**config.mk**
```make
export PLATFORM = sky130hd
export DESIGN_NAME = spi_paged_regtarget
export DESIGN_NICKNAME = d
export VERILOG_FILES = /design/src/rtl/sprt_pkg.sv /design/src/rtl/sprt_spi_shifter.sv /design/src/rtl/sprt_reg_store.sv /design/src/rtl/spi_paged_regtarget.sv
export SDC_FILE = /design/constraint.sdc
export NUM_CORES = 2
export LEC_CHECK = 0
export ABC_AREA = 1
export BUFFER_PORTS_ARGS = -buffer_cell sky130_fd_sc_hd__buf_2
export CELL_PAD_IN_SITES_DETAIL_PLACEMENT = 1
export CELL_PAD_IN_SITES_GLOBAL_PLACEMENT = 1
export CORE_ASPECT_RATIO = 0.75
export CORE_MARGIN = 2
export CORE_UTILIZATION = 52
export CTS_CLUSTER_DIAMETER = 200
export DETAILED_ROUTE_END_ITERATION = 10
export PLACE_DENSITY_LB_ADDON = 0.1
export SYNTH_ARGS = -nofsm -noshare
export SYNTH_HDL_FRONTEND = slang
export SYNTH_SLANG_ARGS = --single-unit
export TNS_END_PERCENT = 5
```
**constraint.sdc**
```tcl
create_clock -name clk -period 142 [get_ports clk]
set_clock_uncertainty 0.1 [all_clocks]
set_input_delay 28.4 -clock clk [delete_from_list [all_inputs] [get_ports clk]]
set_output_delay 28.4 -clock clk [all_outputs]
set_load 0.01 [all_outputs]
```
**src/rtl/sprt_pkg.sv**
```systemverilog
package sprt_pkg;
  localparam int unsigned WIN_BYTES = 8;
  localparam int unsigned WIN_W     = WIN_BYTES * 8;
  localparam int unsigned LANE_W    = $clog2(WIN_BYTES);

  localparam logic [7:0] CMD_BASE = 8'h60;
  localparam logic [7:0] OFF_PAGE = 8'hFF;
  localparam logic [7:0] OFF_STAT = 8'hFE;
  localparam logic [7:0] OFF_WIN  = 8'hF0;

  localparam int unsigned STAT_BUSY_BIT = 7;
  localparam int unsigned STAT_ACK_BIT  = 5;

  typedef enum logic [1:0] {
    RSP_NONE,
    RSP_PAGE,
    RSP_STAT,
    RSP_WIN
  } rsp_sel_e;

  function automatic logic is_plain(input logic [7:0] off);
    return (off != OFF_PAGE) && (off != OFF_STAT) && (off != OFF_WIN);
  endfunction
endpackage

```
**src/rtl/sprt_spi_shifter.sv**
```systemverilog
module sprt_spi_shifter #(
  parameter int SYNC_STAGES = 2
) (
  input  logic       clk,
  input  logic       rst_n,
  input  logic       sclk,
  input  logic       cs_n,
  input  logic       mosi,
  input  logic [7:0] tx_byte,
  output logic       miso,
  output logic       frame_active,
  output logic       rx_valid,
  output logic [7:0] rx_byte
);
  localparam int MSB = SYNC_STAGES - 1;

  logic [SYNC_STAGES-1:0] sclk_s, cs_s, mosi_s;
  logic                   sclk_prev_q;
  logic [2:0]             bit_cnt_q, bit_cnt_d;
  logic [7:0]             rx_sr_q, rx_sr_d;
  logic [7:0]             tx_sr_q, tx_sr_d;
  logic                   rx_valid_q, rx_valid_d;
  logic                   rise, fall;

  always_ff @(posedge clk or negedge rst_n) begin
    if (!rst_n) begin
      sclk_s      <= '0;
      cs_s        <= '1;
      mosi_s      <= '0;
      sclk_prev_q <= 1'b0;
    end else begin
      sclk_s      <= {sclk_s[SYNC_STAGES-2:0], sclk};
      cs_s        <= {cs_s[SYNC_STAGES-2:0], cs_n};
      mosi_s      <= {mosi_s[SYNC_STAGES-2:0], mosi};
      sclk_prev_q <= sclk_s[MSB];
    end
  end

  assign frame_active = ~cs_s[MSB];
  assign rise = frame_active &  sclk_s[MSB] & ~sclk_prev_q;
  assign fall = frame_active & ~sclk_s[MSB] &  sclk_prev_q;

  always_comb begin
    bit_cnt_d  = bit_cnt_q;
    rx_sr_d    = rx_sr_q;
    tx_sr_d    = tx_sr_q;
    rx_valid_d = 1'b0;
    if (!frame_active) begin
      bit_cnt_d = '0;
      rx_sr_d   = '0;
      tx_sr_d   = '0;
    end else if (rise) begin
      rx_sr_d    = {rx_sr_q[6:0], mosi_s[MSB]};
      bit_cnt_d  = bit_cnt_q + 3'd1;
      rx_valid_d = (bit_cnt_q == 3'd7);
    end else if (fall) begin
      // a fresh byte is loaded on the first falling edge after a byte boundary
      tx_sr_d = (bit_cnt_q == 3'd0) ? tx_byte : {tx_sr_q[6:0], 1'b0};
    end
  end

  always_ff @(posedge clk or negedge rst_n) begin
    if (!rst_n) begin
      bit_cnt_q  <= '0;
      rx_sr_q    <= '0;
      tx_sr_q    <= '0;
      rx_valid_q <= 1'b0;
    end else begin
      bit_cnt_q  <= bit_cnt_d;
      rx_sr_q    <= rx_sr_d;
      tx_sr_q    <= tx_sr_d;
      rx_valid_q <= rx_valid_d;
    end
  end

  assign miso     = tx_sr_q[7];
  assign rx_valid = rx_valid_q;
  assign rx_byte  = rx_sr_q;
endmodule

```
**src/rtl/sprt_reg_store.sv**
```systemverilog
module sprt_reg_store
  import sprt_pkg::*;
#(
  parameter int NUM_PAGES     = 4,
  parameter int REGS_PER_PAGE = 8,
  parameter int FETCH_LAT     = 300
) (
  input  logic              clk,
  input  logic              rst_n,
  input  logic              wr_en,
  input  logic [7:0]        wr_page,
  input  logic [7:0]        wr_off,
  input  logic [LANE_W-1:0] wr_lane,
  input  logic [7:0]        wr_data,
  input  logic              rd_start,
  input  logic [7:0]        rd_page,
  input  logic [7:0]        rd_off,
  output logic              rd_busy,
  output logic              rd_done,
  output logic [WIN_W-1:0]  rd_data
);
  localparam int DEPTH = NUM_PAGES * REGS_PER_PAGE;
  localparam int IDX_W = (DEPTH > 1) ? $clog2(DEPTH) : 1;
  localparam int CNT_W = $clog2(FETCH_LAT + 1);

  function automatic logic hit(input logic [7:0] pg, input logic [7:0] off);
    return ({24'd0, pg} < 32'(NUM_PAGES)) && ({24'd0, off} < 32'(REGS_PER_PAGE));
  endfunction

  function automatic logic [IDX_W-1:0] index(input logic [7:0] pg, input logic [7:0] off);
    return IDX_W'({24'd0, pg} * 32'(REGS_PER_PAGE) + {24'd0, off});
  endfunction

  logic [WIN_W-1:0] mem_q [DEPTH];
  logic             busy_q, busy_d;
  logic [CNT_W-1:0] cnt_q, cnt_d;
  logic [IDX_W-1:0] idx_q, idx_d;
  logic             hit_q, hit_d;
  logic             wr_hit;
  logic [IDX_W-1:0] wr_idx;

  assign wr_hit = wr_en && hit(wr_page, wr_off);
  assign wr_idx = index(wr_page, wr_off);

  always_ff @(posedge clk or negedge rst_n) begin
    if (!rst_n) begin
      for (int i = 0; i < DEPTH; i++) mem_q[i] <= '0;
    end else if (wr_hit) begin
      mem_q[wr_idx][{wr_lane, 3'b000} +: 8] <= wr_data;
    end
  end

  always_comb begin
    busy_d = busy_q;
    cnt_d  = cnt_q;
    idx_d  = idx_q;
    hit_d  = hit_q;
    if (rd_start) begin
      busy_d = 1'b1;
      cnt_d  = CNT_W'(FETCH_LAT);
      idx_d  = index(rd_page, rd_off);
      hit_d  = hit(rd_page, rd_off);
    end else if (busy_q) begin
      cnt_d = cnt_q - CNT_W'(1);
      if (cnt_q == CNT_W'(1)) busy_d = 1'b0;
    end
  end

  always_ff @(posedge clk or negedge rst_n) begin
    if (!rst_n) begin
      busy_q <= 1'b0;
      cnt_q  <= '0;
      idx_q  <= '0;
      hit_q  <= 1'b0;
    end else begin
      busy_q <= busy_d;
      cnt_q  <= cnt_d;
      idx_q  <= idx_d;
      hit_q  <= hit_d;
    end
  end

  assign rd_busy = busy_q;
  assign rd_done = busy_q && (cnt_q == CNT_W'(1)) && !rd_start;
  assign rd_data = hit_q ? mem_q[idx_q] : '0;
endmodule

```
**src/rtl/spi_paged_regtarget.sv**
```systemverilog
module spi_paged_regtarget
  import sprt_pkg::*;
#(
  parameter int NUM_PAGES     = 4,
  parameter int REGS_PER_PAGE = 8,
  parameter int FETCH_LAT     = 300,
  parameter int SYNC_STAGES   = 2
) (
  input  logic clk,
  input  logic rst_n,
  input  logic spi_sclk,
  input  logic spi_cs_n,
  input  logic spi_mosi,
  output logic spi_miso
);
  localparam int IDX_W = $clog2(WIN_BYTES + 4);
  localparam logic [IDX_W-1:0] IDX_SAT = IDX_W'(WIN_BYTES + 3);
  localparam logic [IDX_W-1:0] WIN_LIM = IDX_W'(WIN_BYTES);

  // reset: asserted asynchronously, released on the clock
  logic [1:0] rst_pipe_q;
  logic       rst_ni;
  always_ff @(posedge clk or negedge rst_n) begin
    if (!rst_n) rst_pipe_q <= 2'b00;
    else        rst_pipe_q <= {rst_pipe_q[0], 1'b1};
  end
  assign rst_ni = rst_pipe_q[1];

  logic             frame_active, rx_valid;
  logic [7:0]       rx_byte, tx_byte;
  logic             fetch_start, fetch_busy, fetch_done;
  logic [WIN_W-1:0] fetch_data;
  logic             st_wr_en;

  logic [IDX_W-1:0] idx_q, idx_d, data_pos;
  logic             cmd_ok_q, cmd_ok_d;
  logic             wr_q, wr_d;
  logic [7:0]       off_q, off_d;
  rsp_sel_e         rsp_q, rsp_d;
  logic [7:0]       page_q, page_d;
  logic             rack_q, rack_d;
  logic [WIN_W-1:0] win_q, win_d;
  logic [7:0]       status;

  sprt_spi_shifter #(.SYNC_STAGES(SYNC_STAGES)) u_shift (
    .clk         (clk),
    .rst_n       (rst_ni),
    .sclk        (spi_sclk),
    .cs_n        (spi_cs_n),
    .mosi        (spi_mosi),
    .tx_byte     (tx_byte),
    .miso        (spi_miso),
    .frame_active(frame_active),
    .rx_valid    (rx_valid),
    .rx_byte     (rx_byte)
  );

  sprt_reg_store #(
    .NUM_PAGES    (NUM_PAGES),
    .REGS_PER_PAGE(REGS_PER_PAGE),
    .FETCH_LAT    (FETCH_LAT)
  ) u_store (
    .clk     (clk),
    .rst_n   (rst_ni),
    .wr_en   (st_wr_en),
    .wr_page (page_q),
    .wr_off  (off_q),
    .wr_lane (data_pos[LANE_W-1:0]),
    .wr_data (rx_byte),
    .rd_start(fetch_start),
    .rd_page (page_q),
    .rd_off  (rx_byte),
    .rd_busy (fetch_busy),
    .rd_done (fetch_done),
    .rd_data (fetch_data)
  );

  assign data_pos = idx_q - IDX_W'(2);

  // frame decoder
  always_comb begin
    idx_d       = idx_q;
    cmd_ok_d    = cmd_ok_q;
    wr_d        = wr_q;
    off_d       = off_q;
    rsp_d       = rsp_q;
    page_d      = page_q;
    fetch_start = 1'b0;
    st_wr_en    = 1'b0;
    if (!frame_active) begin
      idx_d    = '0;
      cmd_ok_d = 1'b0;
      rsp_d    = RSP_NONE;
    end else if (rx_valid) begin
      if (idx_q != IDX_SAT) idx_d = idx_q + IDX_W'(1);
      if (idx_q == IDX_W'(0)) begin
        cmd_ok_d = (rx_byte[7:1] == CMD_BASE[7:1]);
        wr_d     = rx_byte[0];
      end else if (idx_q == IDX_W'(1)) begin
        off_d = rx_byte;
        if (cmd_ok_q && !wr_q) begin
          if (rx_byte == OFF_PAGE)      rsp_d = RSP_PAGE;
          else if (rx_byte == OFF_STAT) rsp_d = RSP_STAT;
          else if (rx_byte == OFF_WIN)  rsp_d = RSP_WIN;
          else                          rsp_d = RSP_NONE;
          fetch_start = is_plain(rx_byte);
        end
      end else if (cmd_ok_q && wr_q) begin
        if (off_q == OFF_PAGE) begin
          if (idx_q == IDX_W'(2)) page_d = rx_byte;
        end else if (is_plain(off_q) && (data_pos < WIN_LIM)) begin
          st_wr_en = 1'b1;
        end
      end
    end
  end

  always_comb begin
    rack_d = rack_q;
    if (fetch_start)     rack_d = 1'b0;
    else if (fetch_done) rack_d = 1'b1;
    win_d = fetch_done ? fetch_data : win_q;
  end

  always_comb begin
    status                = '0;
    status[STAT_BUSY_BIT] = fetch_busy;
    status[STAT_ACK_BIT]  = rack_q;
  end

  always_comb begin
    unique case (rsp_q)
      RSP_PAGE: tx_byte = page_q;
      RSP_STAT: tx_byte = status;
      RSP_WIN:  tx_byte = (rack_q && (data_pos < WIN_LIM))
                          ? win_q[{data_pos[LANE_W-1:0], 3'b000} +: 8] : 8'h00;
      default:  tx_byte = 8'h00;
    endcase
  end

  always_ff @(posedge clk or negedge rst_ni) begin
    if (!rst_ni) begin
      idx_q    <= '0;
      cmd_ok_q <= 1'b0;
      wr_q     <= 1'b0;
      off_q    <= '0;
      rsp_q    <= RSP_NONE;
      page_q   <= '0;
      rack_q   <= 1'b0;
      win_q    <= '0;
    end else begin
      idx_q    <= idx_d;
      cmd_ok_q <= cmd_ok_d;
      wr_q     <= wr_d;
      off_q    <= off_d;
      rsp_q    <= rsp_d;
      page_q   <= page_d;
      rack_q   <= rack_d;
      win_q    <= win_d;
    end
  end
endmodule

```
==> flow_results.org <==
** Worst setup path
- Critical setup path kind :: flip-flop to primary output
- CP max stage delay :: 0.39 ns
- Max Fanout on Critical Path :: 2
- For this design, the slowest cell found on the critical path is sky130_fd_sc_hd__dfrtp_1.
- Across all register-to-register paths, the minimum setup slack is 135.57 ns.
- The endpoint identified for the worst register-to-register timing path is win_q[46].
- The number of cells on the worst reg-to-reg path is 13.
- Data arrival time of the critical path :: 1.39 ns
- The worst setup path is captured at a primary output.
- In this run the critical register-to-register path is launched from u_store.idx_q[0].
- Grouping stages by cell kind, the critical path spends the most delay in flip-flops.
- The signal on the critical path passes through buf_2.
- Element type at the critical path start :: flip-flop
- Data on the critical path is required at its endpoint by 113.50 ns.
- Critical path buffers and inverters :: 1

** Job
- Max-cap violations in this run came to 0.

** Clocking
- Worst skew pair latency :: 0.89 ns
- Number of setup buffers added after CTS :: 0
- CTS saw 2,182 sinks.
- No sink is reached through more buffers than the 4 on the longest clock path.
- CTS tree :: built
- In this run, CTS created clock tree buffers numbering 226.
- # hold bufs at CTS :: 0
- The root buffer cell chosen for the clock tree is sky130_fd_sc_hd__clkbuf_16.
- Deepest level of the CTS H-tree :: 4
- Clock-pin slew on the worst setup and hold paths :: 0.06 ns
- After clock tree synthesis, the repair step resized 0 gates.

** Place
- Post-placement cell count :: 15,860
- HPWL after detailed placement :: 239,300 um
- At the placement stage, the worst setup path has a slack of 112.98 ns.
- The placed instances occupy a cell area of 107,100 sq um.
- Input and output buffers added on the ports amount to 5.
- Placer's final routability congestion estimate :: 0.9174

** Logic synthesis
- The Yosys step of the flow raised 0 warnings.
- Compound-gate portion of the synthesized area :: 2.888%
- A synthesized cell averages 7.538 sq um.
- After Yosys synthesis, full adders, half adders and majority gates account for 0.1998% of the synthesized area.
- The synthesized netlist devotes 40.60% of its cell area to simple gates.
- Netlist area before placement :: 106,500 sq um
- Most numerous cell in the Yosys netlist :: sky130_fd_sc_hd__nand2_1
- Async SR Flop Fraction :: 100.0%
- After Yosys synthesis, XOR and XNOR cells account for 0.04935% of the synthesized area.
- Among all flip-flop cells after synthesis, the most frequent one is sky130_fd_sc_hd__dfrtp_1.
- Share of the synthesized area in the top cell type :: 51.23%
- Distinct cell type count of the synthesized netlist :: 35
- Counting every net in the synthesized netlist gives 14,150.
- Counting every instance in the synthesized netlist gives 14,130.
- Synthesis inferred 2,182 register bits.
- Number of flops mapped to enable cells by yosys :: 0
- By count the netlist is led by 6,186 x sky130_fd_sc_hd__nand2_1, 3,585 x sky130_fd_sc_hd__nand3_1, 2,180 x sky130_fd_sc_hd__dfrtp_1.
- After synthesis, the largest family of logic cells by area is simple AND/OR/NAND/NOR gates.
- Share of the yosys chip area belonging to registers :: 51.28%
- Yosys attributes the largest share of cell area to sky130_fd_sc_hd__dfrtp_1 51%, sky130_fd_sc_hd__nand2_1 22%, sky130_fd_sc_hd__nand3_1 17%.
- Multiplexer area fraction after synthesis :: 0%
- Leading area contributor after synthesis :: sky130_fd_sc_hd__dfrtp_1

** Power and ir drop
- Total design power :: 1.248 mW
- Pwr dens :: 10.90 nW/um^2
- Max rail drop VDD :: 0.009973 mV
- Reported leakage power :: 57.35 nW

** Route
- Using the TritonRoute via totals, the vias-per-cell ratio works out to 6.276.
- Number of design rule violations left after detail routing :: 0
- The routed design has 404,800 um of wire.
- In the final routed layout, each cell accounts on average for 24.89 um.
- The first detailed-routing pass took 6 iterations.
- The final route contains 102,100 vias.
- The first routing iteration left 12,170 violations.
- The count of nets left with antenna violations once routing finished came out at 0.

** Global route
- The number of antenna violations at the first check in global routing came to 4.
- Grt met2 use :: 58.78%
- Total global routing overflow :: 0
- Global-route track usage on met3 :: 7.438%
- The first global-routing pass estimated 628,300 um of wire.
- Across every metal layer, demand over resource in global routing totals 38.45%.
- In this run the most used layer during global routing was met2.
- Vias in the first global route :: 105,000
- For this run, global-route usage on met1 was measured as 54.67%.
- Largest net degree at the start of global routing :: 257

** STA
- Derived from the worst setup path, the maximum achievable clock frequency is 0.03346 GHz.
- Setup TNS :: 0 ns
- The number of hold-slack violations in the final timing report was 0.
- The final number of max-transition violations was 0.
- Time the final worst path needs with I/O delays and setup :: 29.89 ns
- Worst slew margin :: 12.73%
- After layout, the worst setup slack is 112.11 ns.
- Of the available clock period, the critical path in the final layout requires 21.05%.
- Worst-Margin Slew :: 1.306 ns
- Setup repair after global routing left no endpoint under its margin.
- Endpoints failing setup :: 0
- Across all hold checks on the routed design, the worst slack comes to 0.2473 ns.

** Floorplanning
- Number of core rows :: 143
- Floorplan die width :: 526.5 um
- The floorplan step set the die height to 395.9 um.
- Pin placement for this block handled 6 I/O pins.
- For this configuration, the core starts out at a cell density of 52.43%.
- CORE AREA :: 203,100 sq um
- The die covers 208,400 sq um.

** Finish
- Once layout is done, the placed cells without fillers occupy 114,500 sq um.
- Utilization after layout :: 56.39%
- Compared with the post-synthesis result, the final layout area differs by 7.549%.
- Fill cells in the final layout number 25,130.
- Layout cells sized above 1 :: 5.716%
- In the final layout, the multi-input gates occupy 47,240 sq um.
- The final layout contains 13,420 nets.
- Summing all flip-flop and latch instances after layout gives 54,630 sq um.
- Post-route insts no fill :: 16,260

** Status
- Status :: finished, final reports clean

** Min path
- For hold timing, the worst endpoint is u_shift.cs_s[1].
- HP Start :: u_shift.cs_s[0]
- Worst Hold Class :: flip-flop to flip-flop
- Number of cells on the worst hold path :: 0
==> state kept, by name, summed over array words and instances (netlist names), 2 cells and up <==
signal and count:
u_shift.sclk_s 2, u_shift.cs_s 2, u_store.cnt_q 9, off_q 8
u_store.idx_q 5, u_shift.rx_byte 8, idx_q 4, page_q 8
rst_pipe_q 2, u_shift.bit_cnt_q 3, win_q 64, u_shift.tx_sr_q 8
rsp_q 2, u_store.mem_q 2048, u_shift.mosi_s 2
==> report_power, final <==
part / internal (mW) / switching (mW) / total, mW
clock network: 0.346 / 0.265 / 0.611
logic: 0.00104 / 0.0136 / 0.0147
registers: 0.622 / 0.000605 / 0.622
==> worst max path at each step <==
stage,startpoint,to,slack (ns),depth (start not counted)
global route,u_shift.tx_sr_q[7],spi_miso,112.09,1
finish,u_shift.tx_sr_q[7],spi_miso,112.11,1
detailed placement,u_shift.tx_sr_q[7],spi_miso,112.98,1
CTS,u_shift.tx_sr_q[7],spi_miso,112.07,1
global placement,u_shift.tx_sr_q[7],spi_miso,112.99,1
floorplan,rst_pipe_q[1],cmd_ok_q,76.58,0
==> final cells by class <==
type,instances,share of cell area (%)
clock inverters,81,0.7298
diodes,3,0.006555
well taps,2682,2.930
clock buffers,323,5.712
inverters,87,0.3125
repair buffers,183,1.353
flip-flops and latches,2182,47.70
multi-input cells,10720,41.25
==> layout by cell type (no fill, tap or decap), drive strengths merged, types with 9 or more instances in the layout <==
| cell | instances |
|---|---|
| dfrtp | 2180 |
| o21ai | 570 |
| nand3 | 3645 |
| nand4 | 9 |
| clkbuf | 323 |
| ha | 17 |
| buf | 183 |
| o211ai | 12 |
| bufinv | 15 |
| clkinv | 62 |
| inv | 88 |
| nor2 | 184 |
| nand2 | 6243 |
| a21oi | 12 |
==> metal layers <==
layer / vias up / routed length (um) / share of wire, %
li1: 44440 / - / -
met4: 4 / 14630 / 3.6
met1: 52500 / 172300 / 43
met5: - / 27 / 0.0067
met2: 4327 / 181000 / 45
met3: 786 / 36800 / 9.1
==> kinds of logic (layout without fill, tap and decap cells) <==
group / after synthesis / count (layout)
and+or+nand+nor: 10090 / 10090
adders and majority gates: 17 / 17
DFF: 2182 / 2182
buffers and inverters: 1223 / 674
xor gates and xnor gates: 6 / 6
other: 1 / 4
AOI/OAI and AO/OA: 605 / 605
Power figures use the tool's default switching activity.
